--- src/rtl/lmr_pkg.sv ---
package lmr_pkg;
  localparam int LMR_ADDR_W = 8;
  localparam int LMR_DATA_W = 32;
  localparam int LMR_EVT_N  = 4;
  localparam int LMR_STAT_W = 16;
  localparam int LMR_X_W    = 7;
  localparam int LMR_Y_W    = 6;
  localparam int LMR_NBLK_W = 8;
  localparam int LMR_CTL_W  = 2 + LMR_X_W + LMR_Y_W + LMR_NBLK_W;

  localparam logic [LMR_ADDR_W-1:0] OFS_EVT_MASK = 8'hE0;
  localparam logic [LMR_ADDR_W-1:0] OFS_EVT_RAW  = 8'hE4;
  localparam logic [LMR_ADDR_W-1:0] OFS_SW_FLAGS = 8'hE8;
  localparam logic [LMR_ADDR_W-1:0] OFS_HELD_CTL = 8'hEC;
  localparam logic [LMR_ADDR_W-1:0] OFS_MSTATUS  = 8'hF0;

  typedef enum int {EV_READY = 0, EV_START = 1, EV_CHANGE = 2, EV_STOP = 3} lmr_evt_e;

  // control word layout, enable in the least significant bit
  typedef struct packed {
    logic [LMR_NBLK_W-1:0] nblk;
    logic [LMR_Y_W-1:0]    y_off;
    logic [LMR_X_W-1:0]    x_off;
    logic                  clr;
    logic                  en;
  } lmr_ctl_t;

  function automatic lmr_ctl_t lmr_pack(input logic en, input logic clr,
                                        input logic [LMR_X_W-1:0] x,
                                        input logic [LMR_Y_W-1:0] y,
                                        input logic [LMR_NBLK_W-1:0] n);
    lmr_ctl_t c;
    c.en = en; c.clr = clr; c.x_off = x; c.y_off = y; c.nblk = n;
    return c;
  endfunction

  function automatic logic [LMR_EVT_N-1:0] lmr_w1c_next(input logic [LMR_EVT_N-1:0] cur,
                                                        input logic [LMR_EVT_N-1:0] clr,
                                                        input logic [LMR_EVT_N-1:0] set);
    return (cur & ~clr) | set;
  endfunction

  function automatic logic lmr_flags_ready(input logic [LMR_EVT_N-1:0] flags);
    return flags[0] & flags[1];
  endfunction
endpackage

--- src/rtl/lmr_link_watch.sv ---
module lmr_link_watch (
  input  logic clk,
  input  logic rst_n,
  input  logic link_fast,
  output logic ready_pulse
);
  logic link_q;

  always_ff @(posedge clk) begin
    if (!rst_n) link_q <= 1'b0;
    else        link_q <= link_fast;
  end

  assign ready_pulse = link_fast & ~link_q;
endmodule

--- src/rtl/lmr_ctl_snoop.sv ---
module lmr_ctl_snoop #(
  parameter int CTL_W = lmr_pkg::LMR_CTL_W
) (
  input  logic             clk,
  input  logic             rst_n,
  input  logic             snoop_en,
  input  logic             word_vld,
  input  logic [CTL_W-1:0] word,
  input  logic             stop,
  output logic [CTL_W-1:0] held_q,
  output logic             start_pulse,
  output logic             change_pulse,
  output logic             stop_pulse
);
  logic seen_q;
  logic take_word;

  assign take_word = snoop_en && !stop && word_vld && (!seen_q || (word != held_q));

  always_ff @(posedge clk) begin
    if (!rst_n) begin
      held_q       <= '0;
      seen_q       <= 1'b0;
      start_pulse  <= 1'b0;
      change_pulse <= 1'b0;
      stop_pulse   <= 1'b0;
    end else begin
      start_pulse  <= take_word && !seen_q;
      change_pulse <= take_word && seen_q;
      stop_pulse   <= snoop_en && stop;
      if (!snoop_en || stop) seen_q <= 1'b0;
      else if (take_word)    seen_q <= 1'b1;
      if (take_word) held_q <= word;
    end
  end
endmodule

--- src/rtl/lmr_evt_unit.sv ---
module lmr_evt_unit #(
  parameter int EVT_N = lmr_pkg::LMR_EVT_N
) (
  input  logic             clk,
  input  logic             rst_n,
  input  logic [EVT_N-1:0] set_vec,
  input  logic [EVT_N-1:0] clr_vec,
  input  logic             mask_we,
  input  logic [EVT_N-1:0] mask_wdata,
  output logic [EVT_N-1:0] raw_q,
  output logic [EVT_N-1:0] mask_q,
  output logic             irq
);
  logic [EVT_N-1:0] raw_d;
  assign raw_d = lmr_pkg::lmr_w1c_next(raw_q, clr_vec, set_vec);

  for (genvar i = 0; i < EVT_N; i++) begin : g_bit
    always_ff @(posedge clk) begin
      if (!rst_n) begin
        raw_q[i]  <= 1'b0;
        mask_q[i] <= 1'b0;
      end else begin
        raw_q[i] <= raw_d[i];
        if (mask_we) mask_q[i] <= mask_wdata[i];
      end
    end
  end

  assign irq = |(raw_q & mask_q);
endmodule

--- src/rtl/lane_margin_relay.sv ---
module lane_margin_relay
  import lmr_pkg::*;
#(
  parameter int ADDR_W = LMR_ADDR_W,
  parameter int DATA_W = LMR_DATA_W,
  parameter int CTL_W  = LMR_CTL_W,
  parameter int STAT_W = LMR_STAT_W
) (
  input  logic              clk,
  input  logic              rst_n,
  input  logic              bus_wr,
  input  logic [ADDR_W-1:0] bus_addr,
  input  logic [DATA_W-1:0] bus_wdata,
  output logic [DATA_W-1:0] bus_rdata,
  input  logic              ctl_vld,
  input  logic [CTL_W-1:0]  ctl_word,
  input  logic              ctl_stop,
  input  logic              link_fast,
  output logic              irq,
  output logic [STAT_W-1:0] margin_status
);
  localparam int EVT_N = LMR_EVT_N;

  // named internal events, used by the bound checker
  logic [EVT_N-1:0]  sw_flags_q;
  logic [STAT_W-1:0] mstat_q;
  logic [CTL_W-1:0]  held_ctl;
  logic [EVT_N-1:0]  evt_set;
  logic [EVT_N-1:0]  evt_clr;
  logic [EVT_N-1:0]  evt_raw;
  logic [EVT_N-1:0]  evt_mask;
  logic              snoop_en;
  logic              ready_pulse;
  logic              start_pulse;
  logic              change_pulse;
  logic              stop_pulse;
  logic              wr_mask, wr_raw, wr_flags, wr_mstat;

  assign wr_mask  = bus_wr && (bus_addr == OFS_EVT_MASK);
  assign wr_raw   = bus_wr && (bus_addr == OFS_EVT_RAW);
  assign wr_flags = bus_wr && (bus_addr == OFS_SW_FLAGS);
  assign wr_mstat = bus_wr && (bus_addr == OFS_MSTATUS);
  assign snoop_en = lmr_flags_ready(sw_flags_q);

  always_ff @(posedge clk) begin
    if (!rst_n) begin
      sw_flags_q <= '0;
      mstat_q    <= '0;
    end else begin
      if (wr_flags) sw_flags_q <= bus_wdata[EVT_N-1:0];
      if (wr_mstat) mstat_q    <= bus_wdata[STAT_W-1:0];
    end
  end

  lmr_link_watch u_link (
    .clk         (clk),
    .rst_n       (rst_n),
    .link_fast   (link_fast),
    .ready_pulse (ready_pulse)
  );

  lmr_ctl_snoop #(.CTL_W(CTL_W)) u_snoop (
    .clk          (clk),
    .rst_n        (rst_n),
    .snoop_en     (snoop_en),
    .word_vld     (ctl_vld),
    .word         (ctl_word),
    .stop         (ctl_stop),
    .held_q       (held_ctl),
    .start_pulse  (start_pulse),
    .change_pulse (change_pulse),
    .stop_pulse   (stop_pulse)
  );

  always_comb begin
    evt_set            = '0;
    evt_set[EV_READY]  = ready_pulse;
    evt_set[EV_START]  = start_pulse;
    evt_set[EV_CHANGE] = change_pulse;
    evt_set[EV_STOP]   = stop_pulse;
  end
  assign evt_clr = wr_raw ? bus_wdata[EVT_N-1:0] : '0;

  lmr_evt_unit #(.EVT_N(EVT_N)) u_evt (
    .clk        (clk),
    .rst_n      (rst_n),
    .set_vec    (evt_set),
    .clr_vec    (evt_clr),
    .mask_we    (wr_mask),
    .mask_wdata (bus_wdata[EVT_N-1:0]),
    .raw_q      (evt_raw),
    .mask_q     (evt_mask),
    .irq        (irq)
  );

  always_comb begin
    bus_rdata = '0;
    case (bus_addr)
      OFS_EVT_MASK: bus_rdata[EVT_N-1:0]  = evt_mask;
      OFS_EVT_RAW:  bus_rdata[EVT_N-1:0]  = evt_raw;
      OFS_SW_FLAGS: bus_rdata[EVT_N-1:0]  = sw_flags_q;
      OFS_HELD_CTL: bus_rdata[CTL_W-1:0]  = held_ctl;
      OFS_MSTATUS:  bus_rdata[STAT_W-1:0] = mstat_q;
      default:      bus_rdata = '0;
    endcase
  end

  assign margin_status = mstat_q;
endmodule

--- config.mk ---
export PLATFORM = sky130hd
export DESIGN_NAME = lane_margin_relay
export DESIGN_NICKNAME = d
export VERILOG_FILES = /design/src/rtl/lmr_pkg.sv /design/src/rtl/lmr_link_watch.sv /design/src/rtl/lmr_ctl_snoop.sv /design/src/rtl/lmr_evt_unit.sv /design/src/rtl/lane_margin_relay.sv
export SDC_FILE = /design/constraint.sdc
export NUM_CORES = 1
export LEC_CHECK = 0
export ABC_AREA = 1
export CAP_MARGIN = 20
export CORE_MARGIN = 5
export CORE_UTILIZATION = 31
export DETAILED_ROUTE_END_ITERATION = 16
export SLEW_MARGIN = 15
export SYNTH_ARGS = -nofsm -noshare
export SYNTH_HDL_FRONTEND = slang
export SYNTH_SLANG_ARGS = --single-unit
export TNS_END_PERCENT = 50
--- constraint.sdc ---
create_clock -name clk -period 1.35 [get_ports clk]
set_input_delay 0.2025 -clock clk [delete_from_list [all_inputs] [get_ports clk]]
set_output_delay 0.2025 -clock clk [all_outputs]
set_load 0.03 [all_outputs]
Word level (Yosys, flattened, before mapping)
Index checks and enable logic that the tools add are counted.
{"block": "totals", "register_bits": 56, "input_bits": 69, "out_inout_bits": 49, "wordCells": 51}
{"block": "op_classes", "muxes": 4, "reduce_logical": 17, "bitwise_logic": 8, "n_eq_ne": 6}
{"op": "$eq A8 B8 Y1 const B", "count": 5}
{"op": "$pmux W12 S2", "count": 1}
{"op": "$ne A23 B23 Y1", "count": 1}
{"op": "$pmux W4 S5", "count": 1}
{"op": "$logic_and A1 B1 Y1", "count": 10}
{"op": "$and A4 B4 Y4", "count": 2}
{"op": "$mux W7", "count": 1}
{"op": "$mux W4", "count": 1}
{"op": "$not A4 Y4", "count": 1}
{"op": "$or A4 B4 Y4", "count": 1}
{"op": "$reduce_or A4 Y1", "count": 1}
{"op": "$logic_not A1 Y1", "count": 3}
{"op": "$and A1 B1 Y1", "count": 2}
{"op": "$logic_or A1 B1 Y1", "count": 2}
{"op": "$not A1 Y1", "count": 2}
{"op": "$reduce_or A2 Y1", "count": 1}

Depth between registers and ports, before layout
Gate-level depths: netlist (run 1).
{"block": "logic_depth", "depth_word": 6, "depth_mapped": 12, "ltp_nobuf": 10}

Hierarchy
A second synthesis (run 1) with hierarchy kept.
{"block": "unflattened", "cells_unflattened": 581, "area_unflattened_um2": 3458.3}
{"module": "lmr_ctl_snoop", "cells_each": 272, "seq_area_each_um2": 540.5, "area_per_inst_um2": 1629.1, "instances": 1}
{"module": "lane_margin_relay", "cells_each": 257, "seq_area_each_um2": 400.4, "area_per_inst_um2": 1475.2, "instances": 1}
{"module": "lmr_evt_unit", "cells_each": 47, "seq_area_each_um2": 160.2, "area_per_inst_um2": 316.6, "instances": 1}
{"module": "lmr_link_watch", "cells_each": 5, "seq_area_each_um2": 20.0, "area_per_inst_um2": 37.5, "instances": 1}

Least setup slack after synthesis (run 1)
No wires, ideal clock.
{"block": "synth_path", "path_type": "input port to output port", "startpoint": "input port bus_addr[5]", "endpoint": "output port bus_rdata[2]", "t_required_ns": 1.148, "path_slack_ns": -0.398, "cell_stages": 5, "arrival_time_ns": 1.546, "cell_sequence": "nand3_1 nor2_2 nand4_1 buf_2 o21ai_0"}
{"block": "synth_via", "elab_chain_cells": 2, "word_cells_on_any_way": 6, "cone_classes": "eq/ne (5); mux (1)"}
{"element": "start, declared", "line_no": "lane_margin_relay.sv:12", "source": "input logic [ADDR_W-1:0] bus_addr,"}
{"element": "$eq A8 B8 Y1", "line_no": "lane_margin_relay.sv:98", "source": "case (bus_addr)"}
{"element": "$pmux W4 S5 (*)", "line_no": "lane_margin_relay.sv:98"}
{"element": "end, declared", "line_no": "lane_margin_relay.sv:14", "source": "output logic [DATA_W-1:0] bus_rdata,"}
Mark *: on every way between the ends. The rest lies on a longest branch, timed or not.

Final worst setup path (run 1)
{"block": "layout_path", "startpoint": "input port bus_addr[0]", "endpoint": "output port bus_rdata[5]"}
{"block": "layout_via", "elab_chain_cells": 2, "word_cells_on_any_way": 3, "cone_classes": "eq/ne (2); mux (1)"}
{"element": "$eq A8 B8 Y1", "line_no": "lane_margin_relay.sv:98"}
{"element": "$pmux W12 S2 (*)", "line_no": "lane_margin_relay.sv:98"}
Marked as above.

==> results of run 1 <==
cell type report:
type,count,share of cell area
Multi-Input combinational cell,316,0.362
Tap cell,133,0.0312
Inverter,84,0.0591
Clock buffer,5,0.0129
Timing Repair Buffer,166,0.311
Clock inverter,3,0.00867
Sequential cell,56,0.215
registers in the layout, indices dropped and copies added (netlist names):
signal	flops
u_snoop.seen_q	1
u_snoop.held_q	23
u_snoop.stop_pulse	1
u_evt.raw_q	4
u_snoop.start_pulse	1
margin_status	16
sw_flags_q	4
u_link.link_q	1
u_snoop.change_pulse	1
u_evt.mask_q	4
metrics by stage:
step | instances | instance area (µm²)
2_1_floorplan | 486 | 3370
3_3_place_gp | 744 | 4720
3_5_place_dp | 744 | 4720
4_1_cts | 761 | 5200
5_1_grt | 763 | 5340
6_report | 763 | 5340
critical path, cell delays in order:
cell and delay (ps):
buf_6 90, nor2_4 130, inv_2 70, nor3_4 200, nand2_4 160, buf_12 180, o22ai_4 180, buf_6 150
synthesized netlist by cell type:
library cell  number  share of area
a211oi_1           1         0.0024
a21oi_1           51          0.083
buf_2              9          0.015
buf_4              9          0.022
buf_6              4          0.015
clkbuf_1           8         0.0098
clkinv_1           1         0.0012
conb_1             1         0.0012
dfxtp_1           56           0.37
inv_1             73          0.089
inv_2             10          0.012
nand2_1          106           0.13
nand3_1           21          0.034
nand3_2           10          0.033
nand4_1            2         0.0041
nor2_1            54          0.066
nor2_2             1         0.0020
nor3_1             2         0.0033
nor3_2             1         0.0033
nor4_1             1         0.0020
nor4_4             1         0.0069
o21ai_0           37          0.060
o21ai_1            2         0.0033
o22ai_1           16          0.033
xor2_1             1         0.0029
repair_timing:
item,4_1_cts,5_1_grt
cloned,2,1
setup buffers,7,1
resized for setup,168,32
setup endpoints to repair,92,50
pin swaps,29,5
endpoints found under the hold margin,0,0
layer usage:
metal,wire [µm],global-route usage,vias to the layer above
met5,0,0,-
met4,119,0.0383,0
met3,621,0.0388,10
met2,4750,0.276,91
met1,4470,0.219,1531
li1,-,-,1790
power by group:
part	leakage (nW)	internal, mW	total (mW)	switching (mW)
sequential	0.462	1.66	1.66	0.00385
clock	0.0548	0.561	1.17	0.609
combinational	1.72	0.223	0.446	0.223
total	2.23	2.44	3.28	0.836
how the worst min path moves through the flow:
stage | endpoint | slack (ps)
after detailed placement | u_evt.raw_q[1] | 430
final | u_snoop.held_q[9] | 380
after global routing | u_snoop.held_q[8] | 420
after floorplan | u_link.link_q | 310
after global placement | u_evt.raw_q[0] | 410
after CTS | u_snoop.held_q[11] | 380
cell families (layout without fill, tap and decap cells):
| logic type | Yosys count | in the layout | share of synthesized area |
|---|---|---|---|
| flops | 56 | 56 | 0.366 |
| simple gates | 199 | 199 | 0.284 |
| buf+inv | 114 | 258 | 0.164 |
| compound gates | 107 | 107 | 0.182 |
| other cells | 1 | 9 | 0.00122 |
| xor+xnor | 1 | 1 | 0.00286 |
==> impl_results.md, run 1 <==
* First-pass iteration count of the detailed router at 4
* Setup crit end kind: primary output
* WL/cell at 13.1 µm
* Setup crit end: bus_rdata[5]
* # diodes at 0
* Final Worst Setup Slack at -226 ps
* Max-Cap Viols at 0
* Worst vdd ir at 0.000373 V
* Flops & latches, synth at 56
* Core box area at 9730 µm²
* Tot GR Track Use at 0.166
* Initial antenna violation count at 0
* Static Leakage at 2.23 nW
* Reg2reg setup slack at -190 ps
* Total negative slack at -7560 ps
* HP Start: ctl_word[9]
* Hold Path Stages at 5
* Root Buffer: clkbuf_8
* Final setup violation count at 49
* Final WL at 9960 µm
* IO Pins at 118
* DRC violation total after the first TritonRoute iteration at 94
* Vias in the first global route at 3370
* Status: finished with violations
* Num CTS Buffers at 5
* CTS tree: built
* Most frequent cells in the layout: nand2_1 (94), inv_1 (65), buf_4 (57), nor2_1 (38), a21oi_1 (38)
* Die width at 109 µm
* Tmin final at 1580 ps
* Gpl congestion at 0.850
* Vias per inst at 4.48
* Min-Delay Path Class: in -> reg
* H-tree lvl count at 2
* Failing checks: setup timing
* Slew Limit Fails at 0
* DP Worst Slack at -745 ps
* Most common cell after layout, fill and taps aside: nand2_1
* Mapped Cells at 478
* CP max FO at 6
* Post-DP HPWL at 7510 µm
* Synth warn at 0
* Critical path class: in -> out
* First-pass GRT wire length at 15900 µm
* Largest net degree at the start of global routing at 33
* Final hold slack at 378 ps
* DRC Markers at 0
* Critical Path Source: bus_addr[0]
* P&R area growth vs syn at 74.1%
* Worst reg-to-reg path cell count at 10
* DR vias at 3422
* Final period utilization at 1.17
* Die area at 12000 µm²
* Register area at 1150 µm²
* RSZ-0062 raised after global routing: true
* Final Core Density at 0.549
* Max Fclk at 634 MHz
* Gr ovfl total at 0
* Power per cell area at 614 nW/µm²
* Worst Path Required at 1150 ps
* Share of layout cells above drive strength 1 at 0.373
* Starting density of the core at 0.315
* Net count, final at 698
* CTS Hold Bufs at 0
* DIE HEIGHT at 109 µm
* CP startpoint kind: primary input
* Layout fillers at 962
* Total power at 3.28 mW
* Clock Path Buffers at 2
* Clk pin slew, worst setup/hold paths at 110 ps
* Hold Fails Final Rpt at 0
* PortBufs at 92
* Post-synthesis sequential area ratio at 0.366
* Area occupied by multi-input gates at 1930 µm²
* Unique cell type count in the Yosys netlist at 25
* CTS sink count at 56
* Avg Synthesized Cell Area at 6.42 µm²
* Num rows at 36
* Crit path DAT at 1370 ps
* R2r endpoint: u_snoop.held_q[21]
* Post-DRT Antenna Nets at 0
* Layout Skew at 10.4 ps
* Clock latency on the worst-skew pair at 310 ps
* Reg-to-Reg Start: u_snoop.held_q[16]
* Post-Syn Area at 3070 µm²
Note: power is estimated with default switching activity, not from simulation.
==> run 2: changes to the inputs <==
--- a/config.mk
+++ b/config.mk
@@ -10,7 +10,7 @@
 export CORE_MARGIN = 5
 export CORE_UTILIZATION = 31
 export DETAILED_ROUTE_END_ITERATION = 16
-export SLEW_MARGIN = 15
+export SLEW_MARGIN = 20
 export SYNTH_ARGS = -nofsm -noshare
 export SYNTH_HDL_FRONTEND = slang
 export SYNTH_SLANG_ARGS = --single-unit
==> results of run 2 <==
Same layout as run 1: the final DEF is identical, and so are final timing and power.
